## config.mk

```make
export PLATFORM = sky130hd
export DESIGN_NAME = orderSampler
export DESIGN_NICKNAME = d
export VERILOG_FILES = /design/src/rtl/orderSamplerPkg.sv /design/src/rtl/orderSamplerCtrl.sv /design/src/rtl/orderSamplerDatapath.sv /design/src/rtl/orderSampler.sv
export SDC_FILE = /design/constraint.sdc
export NUM_CORES = 1
export LEC_CHECK = 0
export BUFFER_PORTS_ARGS = -buffer_cell sky130_fd_sc_hd__buf_2
export CORE_MARGIN = 5
export CORE_UTILIZATION = 46
export DETAILED_ROUTE_END_ITERATION = 10
export MAX_ROUTING_LAYER = met4
export PLACE_DENSITY = 0.72
export SYNTH_ARGS = -nofsm -noshare
export SYNTH_HDL_FRONTEND = slang
export SYNTH_HIERARCHICAL = 1
export SYNTH_SLANG_ARGS = --single-unit
```

## constraint.sdc

```tcl
create_clock -name clk -period 14.3 [get_ports clk]
set_input_delay 2.86 -clock clk [delete_from_list [all_inputs] [get_ports clk]]
set_output_delay 2.86 -clock clk [all_outputs]
set_load 0.1 [all_outputs]
```

## src/rtl/orderSamplerPkg.sv

```systemverilog
package orderSamplerPkg;

  localparam int LFSR_W = 16;
  localparam int DRAW_W = 8;

  typedef enum logic [2:0] {
    ST_IDLE,
    ST_INIT,
    ST_DRAW,
    ST_PROP,
    ST_DONE
  } stateT;

  typedef struct packed {
    logic loadCfg;
    logic initScore;
    logic drawTry;
    logic decide;
  } ctrlT;

  function automatic logic [LFSR_W-1:0] lfsrNext(input logic [LFSR_W-1:0] s);
    return {s[LFSR_W-2:0], s[15] ^ s[13] ^ s[12] ^ s[10]};
  endfunction

endpackage

```

## src/rtl/orderSamplerCtrl.sv

```systemverilog
module orderSamplerCtrl
  import orderSamplerPkg::*;
#(
  parameter int ITER_W = 16
) (
  input  logic              clk,
  input  logic              rstN,
  input  logic              start,
  input  logic [ITER_W-1:0] cfgIters,
  input  logic              scoreValid,
  input  logic              drawOk,
  output ctrlT              ctrl,
  output logic              propValid,
  output logic              stepValid,
  output logic              done
);

  stateT             state, stateNext;
  logic [ITER_W-1:0] itersLeft;

  always_comb begin
    ctrl      = '0;
    stateNext = state;
    case (state)
      ST_IDLE, ST_DONE: begin
        if (start) begin
          ctrl.loadCfg = 1'b1;
          stateNext    = ST_INIT;
        end
      end
      ST_INIT: begin
        if (scoreValid) begin
          ctrl.initScore = 1'b1;
          stateNext      = (itersLeft == '0) ? ST_DONE : ST_DRAW;
        end
      end
      ST_DRAW: begin
        ctrl.drawTry = 1'b1;
        if (drawOk) stateNext = ST_PROP;
      end
      ST_PROP: begin
        if (scoreValid) begin
          ctrl.decide = 1'b1;
          stateNext   = (itersLeft == ITER_W'(1)) ? ST_DONE : ST_DRAW;
        end
      end
      default: stateNext = ST_IDLE;
    endcase
  end

  always_ff @(posedge clk) begin
    if (!rstN) begin
      state     <= ST_IDLE;
      itersLeft <= '0;
      stepValid <= 1'b0;
    end else begin
      state     <= stateNext;
      stepValid <= ctrl.decide;
      if (ctrl.loadCfg)     itersLeft <= cfgIters;
      else if (ctrl.decide) itersLeft <= itersLeft - ITER_W'(1);
    end
  end

  assign propValid = (state == ST_INIT) || (state == ST_PROP);
  assign done      = (state == ST_DONE);


  prop_hold_chk: assert property (@(posedge clk) disable iff (!rstN)
    propValid && !scoreValid |=> propValid);


  done_quiet_chk: assert property (@(posedge clk) disable iff (!rstN)
    done |-> !propValid);


  step_after_score_chk: assert property (@(posedge clk) disable iff (!rstN)
    stepValid |-> $past(propValid) && $past(scoreValid));

endmodule

```

## src/rtl/orderSamplerDatapath.sv

```systemverilog
module orderSamplerDatapath
  import orderSamplerPkg::*;
#(
  parameter  int MAX_NODES = 8,
  parameter  int SCORE_W   = 32,
  parameter  int FRAC_W    = 8,
  parameter  int UNIF_W    = 6,
  localparam int NODE_W    = $clog2(MAX_NODES + 1),
  localparam int MAT_W     = MAX_NODES * MAX_NODES
) (
  input  logic                      clk,
  input  logic                      rstN,
  input  ctrlT                      ctrl,
  input  logic [NODE_W-1:0]         cfgNodes,
  input  logic [LFSR_W-1:0]         cfgSeed,
  input  logic [MAT_W-1:0]          cfgOrder,
  input  logic signed [SCORE_W-1:0] scoreIn,
  output logic                      drawOk,
  output logic [MAT_W-1:0]          propOrder,
  output logic [MAT_W-1:0]          curOrder,
  output logic signed [SCORE_W-1:0] curScore,
  output logic                      stepAccept
);

  localparam int MAT_IW = $clog2(MAT_W);
  localparam int TAB_N  = 1 << UNIF_W;

  logic [LFSR_W-1:0]         lfsr;
  logic [NODE_W-1:0]         nodesR, nodesEff;
  logic [DRAW_W-1:0]         nodesW, idxA, idxB;
  logic [MAT_W-1:0]          curOrderR, propOrderR, swapped;
  logic signed [SCORE_W-1:0] curScoreR;
  logic                      stepAcceptR;
  logic signed [SCORE_W-1:0] logTab [TAB_N];
  logic signed [SCORE_W-1:0] threshold;
  logic signed [SCORE_W:0]   diffX, thrX;
  logic                      acceptNow;

  // clamp runtime node count into 2..MAX_NODES
  always_comb begin
    if (cfgNodes < NODE_W'(2))              nodesEff = NODE_W'(2);
    else if (cfgNodes > NODE_W'(MAX_NODES)) nodesEff = NODE_W'(MAX_NODES);
    else                                    nodesEff = cfgNodes;
  end

  // swap index draw
  assign nodesW = DRAW_W'(nodesR);
  assign idxA   = lfsr[DRAW_W-1:0] % nodesW;
  assign idxB   = lfsr[LFSR_W-1:DRAW_W] % nodesW;
  assign drawOk = (idxA != idxB);

  function automatic int mapIdx(input int k, input logic [DRAW_W-1:0] a,
                                input logic [DRAW_W-1:0] b);
    if (k == int'(a)) return int'(b);
    if (k == int'(b)) return int'(a);
    return k;
  endfunction

  // row and column exchange network
  always_comb begin
    swapped = '0;
    for (int r = 0; r < MAX_NODES; r++) begin
      for (int c = 0; c < MAX_NODES; c++) begin
        swapped[MAT_IW'(r * MAX_NODES + c)] =
          curOrderR[MAT_IW'(mapIdx(r, idxA, idxB) * MAX_NODES + mapIdx(c, idxA, idxB))];
      end
    end
  end

  // base-2 log of (u+1)/2^UNIF_W, piecewise linear, FRAC_W fraction bits
  function automatic int log2Fix(input int v);
    int p;
    p = 0;
    for (int e = 1; e <= UNIF_W; e++) begin
      if (v >= (1 << e)) p = e;
    end
    return (p << FRAC_W) + (((v - (1 << p)) << FRAC_W) >>> p) - (UNIF_W << FRAC_W);
  endfunction

  for (genvar k = 0; k < TAB_N; k++) begin : g_logTab
    assign logTab[k] = SCORE_W'(log2Fix(k + 1));
  end

  assign threshold = logTab[lfsr[UNIF_W-1:0]];
  assign diffX     = (SCORE_W+1)'(scoreIn) - (SCORE_W+1)'(curScoreR);
  assign thrX      = (SCORE_W+1)'(threshold);
  assign acceptNow = (diffX >= thrX);

  always_ff @(posedge clk) begin
    if (!rstN) begin
      lfsr        <= LFSR_W'(1);
      nodesR      <= NODE_W'(2);
      curOrderR   <= '0;
      propOrderR  <= '0;
      curScoreR   <= '0;
      stepAcceptR <= 1'b0;
    end else begin
      if (ctrl.loadCfg) begin
        nodesR      <= nodesEff;
        lfsr        <= (cfgSeed == '0) ? LFSR_W'(1) : cfgSeed;
        curOrderR   <= cfgOrder;
        propOrderR  <= cfgOrder;
        stepAcceptR <= 1'b0;
      end
      if (ctrl.initScore) curScoreR <= scoreIn;
      if (ctrl.drawTry) begin
        lfsr <= lfsrNext(lfsr);
        if (drawOk) propOrderR <= swapped;
      end
      if (ctrl.decide) begin
        lfsr        <= lfsrNext(lfsr);
        stepAcceptR <= acceptNow;
        if (acceptNow) begin
          curOrderR <= propOrderR;
          curScoreR <= scoreIn;
        end
      end
    end
  end

  assign propOrder  = propOrderR;
  assign curOrder   = curOrderR;
  assign curScore   = curScoreR;
  assign stepAccept = stepAcceptR;


  swap_count_chk: assert property (@(posedge clk) disable iff (!rstN)
    ctrl.drawTry && drawOk |=> $countones(propOrderR) == $countones(curOrderR));


  thr_nonpos_chk: assert property (@(posedge clk) disable iff (!rstN)
    threshold <= 0);


  nonneg_accept_chk: assert property (@(posedge clk) disable iff (!rstN)
    ctrl.decide && (scoreIn >= curScoreR) |=> stepAcceptR);


  reject_keep_chk: assert property (@(posedge clk) disable iff (!rstN)
    $past(ctrl.decide) && !stepAcceptR |-> $stable(curOrderR) && $stable(curScoreR));


  accept_take_chk: assert property (@(posedge clk) disable iff (!rstN)
    $past(ctrl.decide) && stepAcceptR |->
      (curOrderR == $past(propOrderR)) && (curScoreR == $past(scoreIn)));

endmodule

```

## src/rtl/orderSampler.sv

```systemverilog
module orderSampler
  import orderSamplerPkg::*;
#(
  parameter  int MAX_NODES = 8,
  parameter  int SCORE_W   = 32,
  parameter  int FRAC_W    = 8,
  parameter  int UNIF_W    = 6,
  parameter  int ITER_W    = 16,
  localparam int NODE_W    = $clog2(MAX_NODES + 1),
  localparam int MAT_W     = MAX_NODES * MAX_NODES
) (
  input  logic                      clk,
  input  logic                      rstN,
  input  logic                      start,
  input  logic [NODE_W-1:0]         cfgNodes,
  input  logic [ITER_W-1:0]         cfgIters,
  input  logic [LFSR_W-1:0]         cfgSeed,
  input  logic [MAT_W-1:0]          cfgOrder,
  output logic                      propValid,
  output logic [MAT_W-1:0]          propOrder,
  input  logic                      scoreValid,
  input  logic signed [SCORE_W-1:0] scoreIn,
  output logic [MAT_W-1:0]          curOrder,
  output logic signed [SCORE_W-1:0] curScore,
  output logic                      stepValid,
  output logic                      stepAccept,
  output logic                      done
);

  ctrlT ctrl;
  logic drawOk;

  orderSamplerCtrl #(.ITER_W(ITER_W)) u_ctrl (
    .clk        (clk),
    .rstN       (rstN),
    .start      (start),
    .cfgIters   (cfgIters),
    .scoreValid (scoreValid),
    .drawOk     (drawOk),
    .ctrl       (ctrl),
    .propValid  (propValid),
    .stepValid  (stepValid),
    .done       (done)
  );

  orderSamplerDatapath #(
    .MAX_NODES (MAX_NODES),
    .SCORE_W   (SCORE_W),
    .FRAC_W    (FRAC_W),
    .UNIF_W    (UNIF_W)
  ) u_dp (
    .clk        (clk),
    .rstN       (rstN),
    .ctrl       (ctrl),
    .cfgNodes   (cfgNodes),
    .cfgSeed    (cfgSeed),
    .cfgOrder   (cfgOrder),
    .scoreIn    (scoreIn),
    .drawOk     (drawOk),
    .propOrder  (propOrder),
    .curOrder   (curOrder),
    .curScore   (curScore),
    .stepAccept (stepAccept)
  );

endmodule

```

==> results of run 1 <==
[worst max-delay path: cells and delay by family (launching register included)]
kind,cells,cell delay (ns)
AOI/OAI and AO/OA,25,4.54
adders and majority gates,9,2.64
buffers and inverters,5,0.78
DFF,1,0.35
muxes,3,0.99
and+or+nand+nor,20,4.40
[path summary, 6_finish.rpt]
path | from | to | slack, ns | cells after the start
worst max-delay path | u_dp/nodesR[0] | u_dp/propOrder[27] | 0.47 | 62
worst min-delay path | u_dp/stepAccept | u_dp/stepAccept | 0.46 | 2
worst max register to register | u_dp/nodesR[0] | u_dp/propOrder[27] | 0.47 | 62
worst min register to register | u_dp/stepAccept | u_dp/stepAccept | 0.46 | 2
[per-stage QoR]
step | cells | TNS [ns]
6_report | 3811 | 0
5_1_grt | 3811 | -4.838
2_1_floorplan | 2844 | 0
3_5_place_dp | 3736 | -13.07
4_1_cts | 3783 | -0.001687
3_3_place_gp | 3736 | -0.03871
[per-layer routing]
layer / up-vias / track usage
li1: 11190 / -
met1: 11960 / 0.4249
met2: 1296 / 0.5583
met3: 265 / 0.05190
met4: 0 / 0.1665
met5: - / -
[flip-flops by register name, summed over array words and instances (netlist names)]
signal,count
u_ctrl/itersLeft,16
u_ctrl/state,3
u_ctrl/stepValid,1
u_dp/curOrder,64
u_dp/curScore,32
u_dp/lfsr,16
u_dp/nodesR,4
u_dp/propOrder,64
u_dp/stepAccept,1
[layout make-up]
| class | instances | area, um^2 |
|---|---|---|
| diodes | 1 | 2.502 |
| clock buffers | 32 | 711.9 |
| clock inverters | 9 | 93.84 |
| fillers | 4631 | 21750 |
| inverters | 114 | 434.2 |
| multi-input cells | 2323 | 18300 |
| flip-flops and latches | 201 | 4025 |
| well taps | 664 | 830.8 |
| repair buffers | 467 | 2900 |
[synthesized netlist by cell type (54+ instances only)]
cell type | count | area, um^2
a211oi_1 | 78 | 585.6
a21oi_1 | 116 | 580.6
clkbuf_1 | 138 | 518.0
dfxtp_1 | 201 | 4024
ha_1 | 123 | 1539
inv_1 | 113 | 424.2
mux2i_1 | 212 | 2122
mux4_2 | 60 | 1351
nand2_1 | 407 | 1528
nand2b_1 | 54 | 337.8
nor2_1 | 144 | 540.5
o211a_1 | 69 | 690.7
o211ai_1 | 100 | 750.7
o21ai_0 | 91 | 455.4
[cells by family after synthesis]
family | after synthesis | share of synthesized area
and+or+nand+nor | 935 | 0.1976
DFF | 201 | 0.1757
adders and majority gates | 159 | 0.09825
muxes | 312 | 0.1726
xor gates and xnor gates | 97 | 0.03710
AOI/OAI and AO/OA | 805 | 0.2610
other | 1 | 0.0001638
buffers and inverters | 321 | 0.05748
[timing repair]
action                     CTS  global route
hold buffers                 0             0
gates resized for setup     37           125
setup buffers                5            23
pin swaps                    6            20
setup endpoints to repair   32            64
cloned                       1             4
==> metrics.txt, run 1 <==
status=finished clean; clk_lat worst skew=between 0.5 and 0.6 ns; Hold Slack=about 0.46 ns; CP peak stage delay=~0.62 ns; M1 WL=38.21 mm; wire per inst=~25 um; CTS tree=done; Synth Instances=~2800; vias post-DR=approximately 25000; Initial Util=0.4668; ys flop type=dfxtp_1; HPWL Detailed=~72 mm; Slew HR=0.2828; Die Height=between 200 and 250 um; Routed WL=96.55 mm; final net count=3426; Die Footprint=roughly 54000 um^2; maximum clock path buffer count=3; leading cell type in the layout, fill and taps excluded=nand2_1; largest net degree at the start of global routing=115; EDFF count, synth=0; min Tclk post-route=13.83 ns; cts bufs inserted=25; Seq/Total Area, Yosys=0.1757; Top Layer Used=met4; Syn Area/Cell=roughly 8.1 um^2; Slew Viols, Final=0; Worst-Margin Slew=1.073 ns; First-pass DRT Iterations=6; CP max-delay cell=o31a_2; CP required=14.74 ns; H-tree depth=1; Async S/R FF share, synth=0; final core utilization=0.5566; DRC viols=0; first-pass GRT wire length=approximately 140 mm; final setup vio count=0; clock sink count=about 200; maximum fanout along the worst path=20; cell mode on critical path=ha_1; Hold Vio Cnt, Final=0; area post-placement=25530 um^2; Worst Setup Path Type=reg -> reg; worst setup margin=0.4691 ns; die width=233.1 um; drt via density=around 6.5; synth warn=6; GRT Util Overall=0.3456; count of different cell masters after synthesis=around 100; row count=a little over 80; DRT iter0 DRCs=roughly 2200; Cell Area, Synth=between 20000 and 25000 um^2; Hold Crit Class=reg -> reg; grt ovf=0; Area Growth Syn to Fin=19.22%; pre-CTS setup slack=-0.5882 ns; total of max-cap violations=0; I/O Pins=300; crit share post-route=0.9672; initial antenna violation count=3; Reg clk slew, reported paths=0.06 ns; Routed Antenna Nets=0; Port Buffer Count=between 200 and 300; met3 wire length=8.212 mm; routed wl met2=approximately 45 mm; core box area=a little under 50000 um^2; endpoint class of the critical path=flop; Yosys reg bits=roughly 200; max frequency=between 70 and 80 MHz; number of global-route vias before repair=~24000; CP startpoint kind=flop; fraction of layout cells with a size suffix above 1=0.2409; Final Cell Area=27300 um^2; worst clock skew=about 0.027 ns; Arr. time, crit path=around 14 ns; most frequent cells in the layout=nand2_1, buf_2, mux2i_1; Placer Congestion=approximately 1.0; CTS Root Cell=clkbuf_16
Power of run 1 is not shown: default switching activity piles up to over one toggle a cycle in this logic, so the estimate is an artifact.
==> run 2, diff against run 1 <==
--- a/config.mk
+++ b/config.mk
@@ -6,11 +6,12 @@
 export NUM_CORES = 1
 export LEC_CHECK = 0
 export BUFFER_PORTS_ARGS = -buffer_cell sky130_fd_sc_hd__buf_2
+export CORE_ASPECT_RATIO = 0.8
 export CORE_MARGIN = 5
-export CORE_UTILIZATION = 46
+export CORE_UTILIZATION = 35
 export DETAILED_ROUTE_END_ITERATION = 10
 export MAX_ROUTING_LAYER = met4
-export PLACE_DENSITY = 0.72
+export PLACE_DENSITY = 0.59
 export SYNTH_ARGS = -nofsm -noshare
 export SYNTH_HDL_FRONTEND = slang
 export SYNTH_HIERARCHICAL = 1
==> run 2 against run 1 <==
Effect of this change: worst hold slack improved by 0.0019 ns; utilization fell by 13 points; via count fell by 1.7%; global-route usage fell by 9.1 points; setup slack improved by 0.16 ns; maximum frequency rose by 1.2%; critical path type unchanged; largest cell class unchanged; highest routed layer unchanged.
==> metrics.txt, run 2 (synthesized netlist as in run 1, its figures left out) <==
status=finished clean; Hold Vio Cnt, Final=0; CP max-delay cell=or4b_1; FF-to-FF setup slack=0.63 ns; Hold Slack=about 0.47 ns; Top Family by Delay on Critical Path=compound AO/OA/AOI/OAI gates; Slew HR=0.09292; hold_buf cts=0; worst reg2reg path startpoint=u_dp/nodesR[0]; CP startpoint kind=flop; Die Footprint=70670 um^2; crit share post-route=0.9558; Worst-Margin Slew=1.361 ns; most frequent cells in the layout=nand2_1, buf_2, mux2i_1; hold path depth=2; total of max-cap violations=0; Min-Delay Startpoint=u_dp/stepAccept; worst clock skew=roughly 0.023 ns; Worst Setup Path Type=reg -> reg; Hold Crit Class=reg -> reg; I/O Pins=300; die width=about 300 um; Area Growth Syn to Fin=20.37%; first-pass GRT wire length=between 100 and 150 mm; min Tclk post-route=about 14 ns; CTS Root Cell=clkbuf_16; Routed Antenna Nets=0; Crit. Startpoint=u_dp/nodesR[0]; Arr. time, crit path=approximately 14 ns; cts bufs inserted=26; register area=4028 um^2; setup TNS=0 ns; vias post-DR=between 20000 and 25000; leading cell type in the layout, fill and taps excluded=nand2_1; maximum fanout along the worst path=10; Slew Viols, Final=0; clock sink count=201; CP required=14.80 ns; First-pass DRT Iterations=9; maximum clock path buffer count=3; max frequency=between 70 and 80 MHz; fillers=6515; Reg clk slew, reported paths=roughly 0.060 ns; GRT Util Overall=0.2548; endpoint class of the critical path=flop; DRC viols=0; clk_lat worst skew=between 0.5 and 0.6 ns; row count=between 80 and 90; cell mode on critical path=ha_1; HPWL Detailed=between 70 and 80 mm; CP peak stage delay=0.54 ns; fraction of layout cells with a size suffix above 1=0.2372; CP Capture Point=u_dp/propOrder[4]; buffer and inverter count on the worst path=7; Port Buffer Count=around 300; number of global-route vias before repair=~22000; grt ovf=0; R2R depth=63; core box area=between 60000 and 70000 um^2; CTS tree=done; Die Height=about 240 um; drt via density=approximately 6.1; Routed WL=roughly 94 mm; wire per inst=23.65 um; H-tree depth=1; DRT iter0 DRCs=between 2000 and 3000; largest net degree at the start of global routing=a little under 90; final setup vio count=0; final net count=between 3000 and 4000; Initial Util=0.3551; initial antenna violation count=3; FF-to-FF End=u_dp/propOrder[4]; Crit. path cell count=between 60 and 70; Placer Congestion=1.029; area occupied by multi-input gates=between 15000 and 20000 um^2
run 2: routing by layer:
metal / part of all wire / up-vias / GRT usage
met3: 0.12 / 229 / 0.09307
met5: 0 / - / -
met4: 0.031 / 0 / 0.07140
li1: - / 11180 / -
met1: 0.44 / 11480 / 0.3568
met2: 0.40 / 1392 / 0.3426
run 2: repair_timing:
action / CTS / global route
endpoints found under the setup margin: 28 / 61
endpoints found under the hold margin: 0 / 0
buffers inserted: 6 / 22
pin swaps: 4 / 28
cloned: 1 / 4
gates resized for setup: 29 / 125
run 2: area by class of cell:
class / count / area share
multi-input combinational: 2325 / 0.6638
sequential: 201 / 0.1461
timing repair buffer: 448 / 0.1020
tap: 850 / 0.03859
clock buffer: 32 / 0.02587
inverter: 114 / 0.01575
clock inverter: 16 / 0.007581
antenna: 4 / 0.0003632
run 2: worst min-delay path by stage:
stage                                  to  slack (ns)
after global placement    u_dp/stepAccept        0.46
after CTS                 u_dp/stepAccept        0.47
final                     u_dp/stepAccept        0.47
after floorplan           u_ctrl/state[1]        0.47
after detailed placement  u_dp/stepAccept        0.46
after global routing      u_dp/stepAccept        0.50
run 2: stage by stage:
stage	cell area, um^2	cells	util	setup slack [ns]
2_1_floorplan	22950	2844	-	0.09712
3_3_place_gp	25670	3905	0.3980	-0.1431
3_5_place_dp	25670	3905	0.3980	-0.3776
4_1_cts	26790	3960	0.4155	0.03040
5_1_grt	27560	3989	0.4274	-0.1125
6_report	27560	3990	0.4274	0.6324
run 2: worst min-delay path: cells and delay by family (launching register included):
| family | cells | cell delay [ns] |
|---|---|---|
| and+or+nand+nor | 1 | 0.04 |
| AOI/OAI and AO/OA | 1 | 0.06 |
| DFF | 1 | 0.31 |
Power of run 2 is left out for the same reason.
